**src/rtl/lwf_pkg.sv**
```systemverilog
package lwf_pkg;
  typedef enum logic [1:0] {
    PH_IDLE = 2'd0,
    PH_HDR  = 2'd1,
    PH_PIX  = 2'd2
  } phase_t;

  localparam logic [7:0] OP_COL   = 8'h2A;
  localparam logic [7:0] OP_ROW   = 8'h2B;
  localparam logic [7:0] OP_MEMWR = 8'h2C;
  localparam int HDR_BYTES = 11;
  localparam int HDR_IW    = 4;
endpackage

```
**src/rtl/lwf_window.sv**
```systemverilog
module lwf_window #(
  parameter int CW      = 16,
  parameter int PANEL_W = 32,
  parameter int PANEL_H = 16
) (
  input  logic              clk,
  input  logic              rst_n,
  input  logic              load,
  input  logic              blank,
  input  logic [CW-1:0]     x_start,
  input  logic [CW-1:0]     x_end,
  input  logic [CW-1:0]     y_start,
  input  logic [CW-1:0]     y_end,
  input  logic [CW-1:0]     left_off,
  input  logic [CW-1:0]     top_off,
  output logic [CW-1:0]     col_s,
  output logic [CW-1:0]     col_e,
  output logic [CW-1:0]     row_s,
  output logic [CW-1:0]     row_e,
  output logic [2*CW+1:0]   area
);
  localparam int AW = 2*CW + 2;

  logic [CW-1:0] bx_s, bx_e, by_s, by_e;
  logic [CW:0]   wdt, hgt;

  // blank covers the full panel; offsets still apply
  always_comb begin
    bx_s = blank ? '0 : x_start;
    bx_e = blank ? CW'(PANEL_W - 1) : x_end;
    by_s = blank ? '0 : y_start;
    by_e = blank ? CW'(PANEL_H - 1) : y_end;
    wdt  = {1'b0, bx_e} - {1'b0, bx_s} + (CW+1)'(1);
    hgt  = {1'b0, by_e} - {1'b0, by_s} + (CW+1)'(1);
  end

  always_ff @(posedge clk) begin
    if (!rst_n) begin
      col_s <= '0;
      col_e <= '0;
      row_s <= '0;
      row_e <= '0;
      area  <= '0;
    end else if (load) begin
      col_s <= bx_s + left_off;
      col_e <= bx_e + left_off;
      row_s <= by_s + top_off;
      row_e <= by_e + top_off;
      area  <= AW'(wdt) * AW'(hgt);
    end
  end
endmodule

```
**src/rtl/lwf_header.sv**
```systemverilog
module lwf_header
  import lwf_pkg::*;
#(
  parameter int CW = 16
) (
  input  logic [HDR_IW-1:0] idx,
  input  logic [CW-1:0]     col_s,
  input  logic [CW-1:0]     col_e,
  input  logic [CW-1:0]     row_s,
  input  logic [CW-1:0]     row_e,
  output logic [7:0]        hbyte,
  output logic              hdc
);
  logic [15:0] cs, ce, rs, re;

  assign cs = 16'(col_s);
  assign ce = 16'(col_e);
  assign rs = 16'(row_s);
  assign re = 16'(row_e);

  always_comb begin
    hdc   = 1'b1;
    hbyte = 8'h00;
    case (idx)
      4'd0:  begin hbyte = OP_COL;   hdc = 1'b0; end
      4'd1:  hbyte = cs[15:8];
      4'd2:  hbyte = cs[7:0];
      4'd3:  hbyte = ce[15:8];
      4'd4:  hbyte = ce[7:0];
      4'd5:  begin hbyte = OP_ROW;   hdc = 1'b0; end
      4'd6:  hbyte = rs[15:8];
      4'd7:  hbyte = rs[7:0];
      4'd8:  hbyte = re[15:8];
      4'd9:  hbyte = re[7:0];
      4'd10: begin hbyte = OP_MEMWR; hdc = 1'b0; end
      default: hbyte = 8'h00;
    endcase
  end
endmodule

```
**src/rtl/lwf_pixel_split.sv**
```systemverilog
module lwf_pixel_split (
  input  logic [15:0] pix_in,
  input  logic [15:0] held,
  input  logic        second,
  input  logic        swap,
  input  logic        zero,
  output logic [7:0]  pbyte
);
  always_comb begin
    if (second)
      pbyte = swap ? held[15:8] : held[7:0];
    else if (zero)
      pbyte = 8'h00;
    else
      pbyte = swap ? pix_in[7:0] : pix_in[15:8];
  end
endmodule

```
**src/rtl/lcd_window_flush.sv**
```systemverilog
module lcd_window_flush
  import lwf_pkg::*;
#(
  parameter int CW      = 16,
  parameter int PANEL_W = 32,
  parameter int PANEL_H = 16
) (
  input  logic          clk,
  input  logic          rst_n,
  input  logic          req_valid,
  input  logic          req_blank,
  input  logic          req_swap,
  input  logic [CW-1:0] x_start,
  input  logic [CW-1:0] x_end,
  input  logic [CW-1:0] y_start,
  input  logic [CW-1:0] y_end,
  input  logic [CW-1:0] left_off,
  input  logic [CW-1:0] top_off,
  output logic          busy,
  input  logic          pix_valid,
  output logic          pix_ready,
  input  logic [15:0]   pix_data,
  output logic          out_valid,
  input  logic          out_ready,
  output logic [7:0]    out_data,
  output logic          out_dc
);
  localparam int AW = 2*CW + 2;

  phase_t            phase;
  logic [HDR_IW-1:0] hidx;
  logic [AW-1:0]     pcnt;
  logic              half;
  logic [15:0]       hold;
  logic              blank_q, swap_q;

  logic [CW-1:0]     col_s, col_e, row_s, row_e;
  logic [AW-1:0]     area;
  logic [7:0]        hbyte, pbyte;
  logic              hdc;
  logic              accept, fire, last_hdr, last_pix;

  assign accept   = (phase == PH_IDLE) && req_valid;
  assign fire     = out_valid && out_ready;
  assign last_hdr = (hidx == HDR_IW'(HDR_BYTES - 1));
  assign last_pix = (pcnt == area - AW'(1));
  assign busy     = (phase != PH_IDLE);

  lwf_window #(.CW(CW), .PANEL_W(PANEL_W), .PANEL_H(PANEL_H)) u_win (
    .clk(clk), .rst_n(rst_n), .load(accept), .blank(req_blank),
    .x_start(x_start), .x_end(x_end), .y_start(y_start), .y_end(y_end),
    .left_off(left_off), .top_off(top_off),
    .col_s(col_s), .col_e(col_e), .row_s(row_s), .row_e(row_e), .area(area)
  );

  lwf_header #(.CW(CW)) u_hdr (
    .idx(hidx), .col_s(col_s), .col_e(col_e), .row_s(row_s), .row_e(row_e),
    .hbyte(hbyte), .hdc(hdc)
  );

  lwf_pixel_split u_split (
    .pix_in(pix_data), .held(hold), .second(half), .swap(swap_q),
    .zero(blank_q), .pbyte(pbyte)
  );

  // output mux: header bytes, then pixel bytes
  always_comb begin
    out_valid = 1'b0;
    out_data  = 8'h00;
    out_dc    = 1'b1;
    pix_ready = 1'b0;
    case (phase)
      PH_HDR: begin
        out_valid = 1'b1;
        out_data  = hbyte;
        out_dc    = hdc;
      end
      PH_PIX: begin
        out_valid = half || blank_q || pix_valid;
        out_data  = pbyte;
        pix_ready = !half && !blank_q && out_ready;
      end
      default: ;
    endcase
  end

  always_ff @(posedge clk) begin
    if (!rst_n) begin
      phase   <= PH_IDLE;
      hidx    <= '0;
      pcnt    <= '0;
      half    <= 1'b0;
      hold    <= '0;
      blank_q <= 1'b0;
      swap_q  <= 1'b0;
    end else begin
      case (phase)
        PH_IDLE: if (accept) begin
          phase   <= PH_HDR;
          hidx    <= '0;
          blank_q <= req_blank;
          swap_q  <= req_swap;
        end
        PH_HDR: if (fire) begin
          if (last_hdr) begin
            phase <= PH_PIX;
            pcnt  <= '0;
            half  <= 1'b0;
          end else begin
            hidx <= hidx + HDR_IW'(1);
          end
        end
        PH_PIX: if (fire) begin
          if (!half) begin
            hold <= blank_q ? 16'h0000 : pix_data;
            half <= 1'b1;
          end else begin
            half <= 1'b0;
            if (last_pix) phase <= PH_IDLE;
            else          pcnt  <= pcnt + AW'(1);
          end
        end
        default: phase <= PH_IDLE;
      endcase
    end
  end
endmodule

```
**config.mk**
```make
export PLATFORM = sky130hd
export DESIGN_NAME = lcd_window_flush
export DESIGN_NICKNAME = d
export VERILOG_FILES = /design/src/rtl/lwf_pkg.sv /design/src/rtl/lwf_window.sv /design/src/rtl/lwf_header.sv /design/src/rtl/lwf_pixel_split.sv /design/src/rtl/lcd_window_flush.sv
export SDC_FILE = /design/constraint.sdc
export NUM_CORES = 1
export LEC_CHECK = 0
export CAP_MARGIN = 20
export CORE_MARGIN = 5
export CORE_UTILIZATION = 37
export CTS_BUF_LIST = sky130_fd_sc_hd__clkbuf_16
export CTS_CLUSTER_DIAMETER = 80
export DETAILED_ROUTE_END_ITERATION = 10
export SYNTH_ARGS = -nofsm -noshare
export SYNTH_HDL_FRONTEND = slang
export SYNTH_SLANG_ARGS = --single-unit
```
**constraint.sdc**
```tcl
create_clock -name clk -period 10.7 [get_ports clk]
set_input_delay 1.07 -clock clk [delete_from_list [all_inputs] [get_ports clk]]
set_output_delay 1.07 -clock clk [all_outputs]
set_load 0.005 [all_outputs]
```
# [Word-level counts from Yosys, hierarchy flattened]
# Cells that the tools add are included.
# W data, S select, Z words.
[totals] register_bits=157 word_cells=103 input_bits=119 out_inout_bits=12
[classes] eq_ne=21 mul=1 addsub=11 muxes=37 reduce_logical=20 bitwise=1
[ops] cell="$mux W34" n=5
[ops] cell="$pmux W8 S11" n=1
[ops] cell="$mux W16" n=5
[ops] cell="$pmux W34 S2" n=1
[ops] cell="$add A16 B16 Y16" n=4
[ops] cell="$add A17 B1 Y17 const B" n=2
[ops] cell="$add A34 B1 Y34 const B" n=1
[ops] cell="$eq A34 B34 Y1" n=1
[ops] cell="$mul A17 B17 Y34" n=1
[ops] cell="$sub A16 B16 Y17" n=2
[ops] cell="$sub A34 B1 Y34 const B" n=1
[ops] cell="$mux W8" n=4
[ops] cell="$eq A4 B3 Y1 const B" n=4
[ops] cell="$ne A2 B2 Y1 const B" n=8
[ops] cell="$pmux W8 S2" n=1
[ops] cell="$eq A4 B4 Y1 const B" n=3
[ops] cell="$mux W2" n=6
[ops] cell="$mux W4" n=3
[ops] cell="$reduce_and A6 Y1" n=2
[ops] cell="$eq A4 B2 Y1 const B" n=2
[ops] cell="$pmux W4 S2" n=1
[ops] cell="$reduce_and A4 Y1" n=2
[ops] cell="$mux W1" n=7
[ops] cell="$pmux W2 S3" n=1
[ops] cell="15 further kinds" n=23

# [Depth between registers and ports, before layout]
[logic_depth] ltp_word=6 mapped_depth=46 depth_no_buf=42

# [By module]
# A second synthesis with hierarchy kept.
[hier_totals] cells_unflattened=3007 area_unflattened_um2=24257.0
[by_module_without_submodules] mod="lwf_window" area_per_inst_um2=18823.1 seq_area_each_um2=1961.9 cells_per_inst=2310 instances=1
[by_module_without_submodules] mod="lcd_window_flush" area_per_inst_um2=4464.3 seq_area_each_um2=1181.1 cells_per_inst=570 instances=1
[by_module_without_submodules] mod="lwf_header" area_per_inst_um2=713.2 seq_area_each_um2=0.0 cells_per_inst=98 instances=1
[by_module_without_submodules] mod="lwf_pixel_split" area_per_inst_um2=256.5 seq_area_each_um2=0.0 cells_per_inst=29 instances=1

# [Least setup slack after synthesis]
# No wires, ideal clock.
[synth_timing] path_type="input port to flip-flop" start="input req_blank" end="register u_win.area[33]" setup_slack_ns=-0.429 path_buffers=4 setup_ns=0.117 cell_stages=43 arrival_time_ns=11.012 required_time_ns=10.583 cell_sequence="clkbuf_1 > clkbuf_1 > clkbuf_1 > or2_2 > inv_1 > ha_1 > inv_1 > ha_1 > inv_1 > fa_1 > nor2b_1 > o21ai_0 > a21boi_0 > o21ai_0 > a21boi_0 > o21ai_0 > a21boi_0 > o21ai_0 > [... 7 more ...] > fa_1 > inv_1 > fa_1 > fa_1 > inv_1 > fa_1 > inv_1 > ha_1 > a21o_1 > a21oi_1 > nor2b_1 > a2111oi_0 > o221a_2 > o21ai_0 > nand2_1 > a21oi_1 > or3_1 > a32o_1"
[synth_between] elab_chain_cells=4 elab_cells_between_ends=9 classes_between="add/sub: 4; mul: 1; mux: 4"
[synth_lines] item="start, declared" line="lcd_window_flush.sv:11" text="input logic req_blank,"
[synth_lines] item="$mux W16, on equally long branches"
[synth_lines] item="$sub A16 B16 Y17, on equally long branches" line="lwf_window.sv:33, lwf_window.sv:34"
[synth_lines] item="$add A17 B1 Y17, on equally long branches" line="lwf_window.sv:33, lwf_window.sv:34"
[synth_lines] item="$mul A17 B17 Y34 *" line="lwf_window.sv:49" text="area <= AW'(wdt) * AW'(hgt);"
[synth_lines] item="end signal, assigned" line="lwf_window.sv:49"
[synth_lines] item="end, declared" line="lwf_window.sv:20" text="output logic [2*CW+1:0] area"
# Every way passes the cells marked *; elsewhere a longest branch is shown, timed or not.
# A chain may end at the register's enable or synchronous reset.

# [Worst setup path after layout]
[layout_timing] start="input y_start[2]" end="register u_win.area[33]"
[layout_between] elab_chain_cells=4
[layout_lines] item="start, declared" line="lcd_window_flush.sv:15" text="input logic [CW-1:0] y_start,"
[layout_lines] item="$mux W16" line="lwf_window.sv:31" text="by_s = blank ? '0 : y_start;"
[layout_lines] item="$sub A16 B16 Y17" line="lwf_window.sv:34" text="hgt = {1'b0, by_e} - {1'b0, by_s} + (CW+1)'(1);"
[layout_lines] item="$add A17 B1 Y17" line="lwf_window.sv:34"
[layout_lines] item="$mul A17 B17 Y34" line="lwf_window.sv:49"
# No other way between the ends.

==> run summary <==
TritonCTS clock tree -> done
Port-buffer cells -> 130
Inserted Clock Buffers -> 17
Worst Tran Pin Value -> 1.12 ns
Count of cell types in the netlist -> 78
Max Clk Rate -> 0.0982 GHz
ANT nets after route -> 0
Root Driver -> clkbuf_16
Outcome -> completed
FF-to-FF Start -> u_win.area[0]
Clock Sink Count -> 157
First-pass detailed-route iteration total -> 6
Placeable core region -> 59000 sq um
CP required -> 11.03 ns
Fin nets -> 3417
Count of final setup violators -> 0
Hold path start -> u_win.row_s[12]
Max Cap Violations -> 0
Die area -> 64600 sq um
Synth Warn # -> 0
Clock-pin slew on the worst setup and hold paths -> 0.06 ns
CP startpoint kind -> primary input
Unrepaired setup endpoints after global routing -> no
GP Congestion -> 0.950
IO Pins -> 131
Fillcell total -> 5987
Total congestion overflow -> 0
Syn nets -> 3323
Most frequent cell on the critical path -> fa_1
CP max FO -> 13
Crit end category -> register
Fin crit share -> 95.2%
R2R depth -> 14
Pin count of the biggest net entering global routing -> 84
Reg2Reg Capture Point -> pcnt[9]
Die height -> 254 um
Hold crit path type -> reg2reg
Seq/Total Area, Yosys -> 14.2%
Setup TNS -> 0 ns
First-pass GRT wire length -> 110000 um
Hold Violations, Final -> 0
Layout cell share with drive strength beyond 1 -> 5.10%
Vias per cell -> 5.26
CP Data Arrival Time -> 10.52 ns
Critical Path Max Stage Delay -> 0.64 ns
Initial antenna violation count -> 1
Synth Flop Type -> dfxtp_1
Post-synth EDFFs -> 0
Area grow syn2layout -> 13.6%
Clk buf depth -> 2
Starting Density -> 37.4%
Worst path slowest cell -> clkdlybuf4s50_1
Post-DP HPWL -> 57900 um
Worst Hold End -> u_win.row_s[12]
DRT iter0 DRCs -> 1283
Hold path depth -> 2
Relative slew slack -> 24.7%
Worst skew pair latency -> 0.44 ns
Wire per inst -> 19.2 um
Flop2flop setup slack -> 5.94 ns
Vias in the first global route -> 19202
Cells after Synth -> 2757
Synth async-reset ratio -> 0%
Syn Std Cell Area -> 22100 sq um
Yosys reg bits -> 157
Slew Viols, Final -> 0
Rows -> 89
Gr usage total -> 21.5%
WS Path Type -> in2reg
Crit path time final -> 10.18 ns
Post-Route WL -> 69900 um
Clk_skew -> 0.00853 ns
Total vias in the final route -> 19126
H-Tree Depth -> 4
Avg Inst Size Synth -> 8.01 sq um
Drc violations -> 0
Die Wd -> 254 um
final cells by class:
cell class                      instances  area [sq um]  share of cell area (%)
Clock inverter                         15           170                   0.679
Timing Repair Buffer                  191          1820                    7.24
Inverter                              349          1310                    5.23
Antenna cell                            1          2.50                 0.00998
Multi-Input combinational cell       2135         17200                    68.7
Sequential cell                       157          3140                    12.5
Tap cell                              773           967                    3.86
Clock buffer                           17           425                    1.70
per-stage QoR:
stage	cell area (sq um)	setup WS [ns]	util, %	instances	hold WS [ns]
finish	25100	0.516	42.5	3638	0.453
global route	25100	0.00742	42.5	3638	0.469
CTS	25100	0.520	42.4	3636	0.454
detailed placement	24500	0.0745	41.4	3604	0.447
global placement	24400	0.191	41.4	3602	0.441
floorplan	22100	0.0450	-	2757	0.427
worst max-delay path, delay by kind of cell:
| family | cells | cell delay, ns |
|---|---|---|
| compound gates | 19 | 3.29 |
| xor+xnor | 1 | 0.29 |
| simple gates | 4 | 0.80 |
| fa+ha+maj | 9 | 3.99 |
| buf+inv | 6 | 1.05 |
routing by layer:
layer,wire [um],up-vias,global-route usage [%]
li1,-,9275,-
met1,34700,9366,32.1
met2,30800,428,33.4
met3,3200,57,2.70
met4,1170,0,4.48
met5,0,-,0
flip-flops by register name, summed over array words and instances (netlist names):
name / flops
swap_q: 1
u_win.row_e: 16
pcnt: 34
hold: 16
u_win.col_e: 16
half: 1
u_win.area: 34
blank_q: 1
u_win.row_s: 16
hidx: 4
u_win.col_s: 16
phase: 2
synth_stat cells (all sizes together), types with 9 or more instances:
cell type  number  share of area (%)
clkbuf        107                1.8
xor2           73                2.9
or4            13               0.44
o21bai         13               0.44
nor4           13               0.40
or2            16               0.45
ha            218                 12
nor3b          22               0.80
nor2b          65                1.8
dfxtp         157                 14
o22ai          12               0.34
and2           80                2.3
buf             9               0.23
or3            13               0.37
nand4          12               0.34
nor2          168                2.9
xnor2         114                4.5
a31oi          15               0.43
inv           347                5.9
nor3           47                1.1
nand2b         59                1.7
a211oi         28               0.95
o211ai         11               0.37
fa            229                 21
and3           18               0.53
a22oi          15               0.51
a21boi          9               0.31
nand2         390                6.6
mux2i          26                1.2
a21oi         178                4.0
nand3          56                1.4
o21ai          73                1.7
a21o           31                1.1
placed cells by master (no fill, tap or decap), types with 46 or more instances in the layout:
master | netlist | routed
nor3_1 | 46 | 46
xor2_1 | 73 | 73
nand3_1 | 52 | 52
inv_1 | 347 | 347
dfxtp_1 | 157 | 157
a21oi_1 | 178 | 177
nor2b_1 | 65 | 65
o21ai_0 | 72 | 71
nand2_1 | 390 | 389
xnor2_1 | 114 | 107
nand2b_1 | 59 | 59
ha_1 | 218 | 218
nor2_1 | 168 | 167
clkdlybuf4s50_1 | 0 | 129
buf_4 | 0 | 55
fa_1 | 229 | 229
and2_1 | 80 | 79
repair_timing:
item | in CTS | in global routing
endpoints found under the setup margin | 0 | 6
hold buffers | 0 | 0
setup buffers | 0 | 0
resized for setup | 0 | 3
kinds of logic after synthesis:
family	share of synthesized area, %
simple gates	22.2
buf+inv	7.99
compound gates	13.2
fa+ha+maj	33.4
xor+xnor	7.42
flops	14.2
mux	1.59
worst max-delay path by stage:
stage,start,endpoint,slack (ns),cells past startpoint
finish,y_start[2],u_win.area[33],0.52,39
global route,x_end[1],u_win.area[33],0.007,41
CTS,x_end[1],u_win.area[33],0.52,44
detailed placement,x_end[1],u_win.area[33],0.07,41
global placement,x_end[1],u_win.area[33],0.19,43
floorplan,req_blank,u_win.area[33],0.04,45
Power is not shown: default switching activity piles up to over one toggle a cycle in this logic, so the estimate is an artifact.
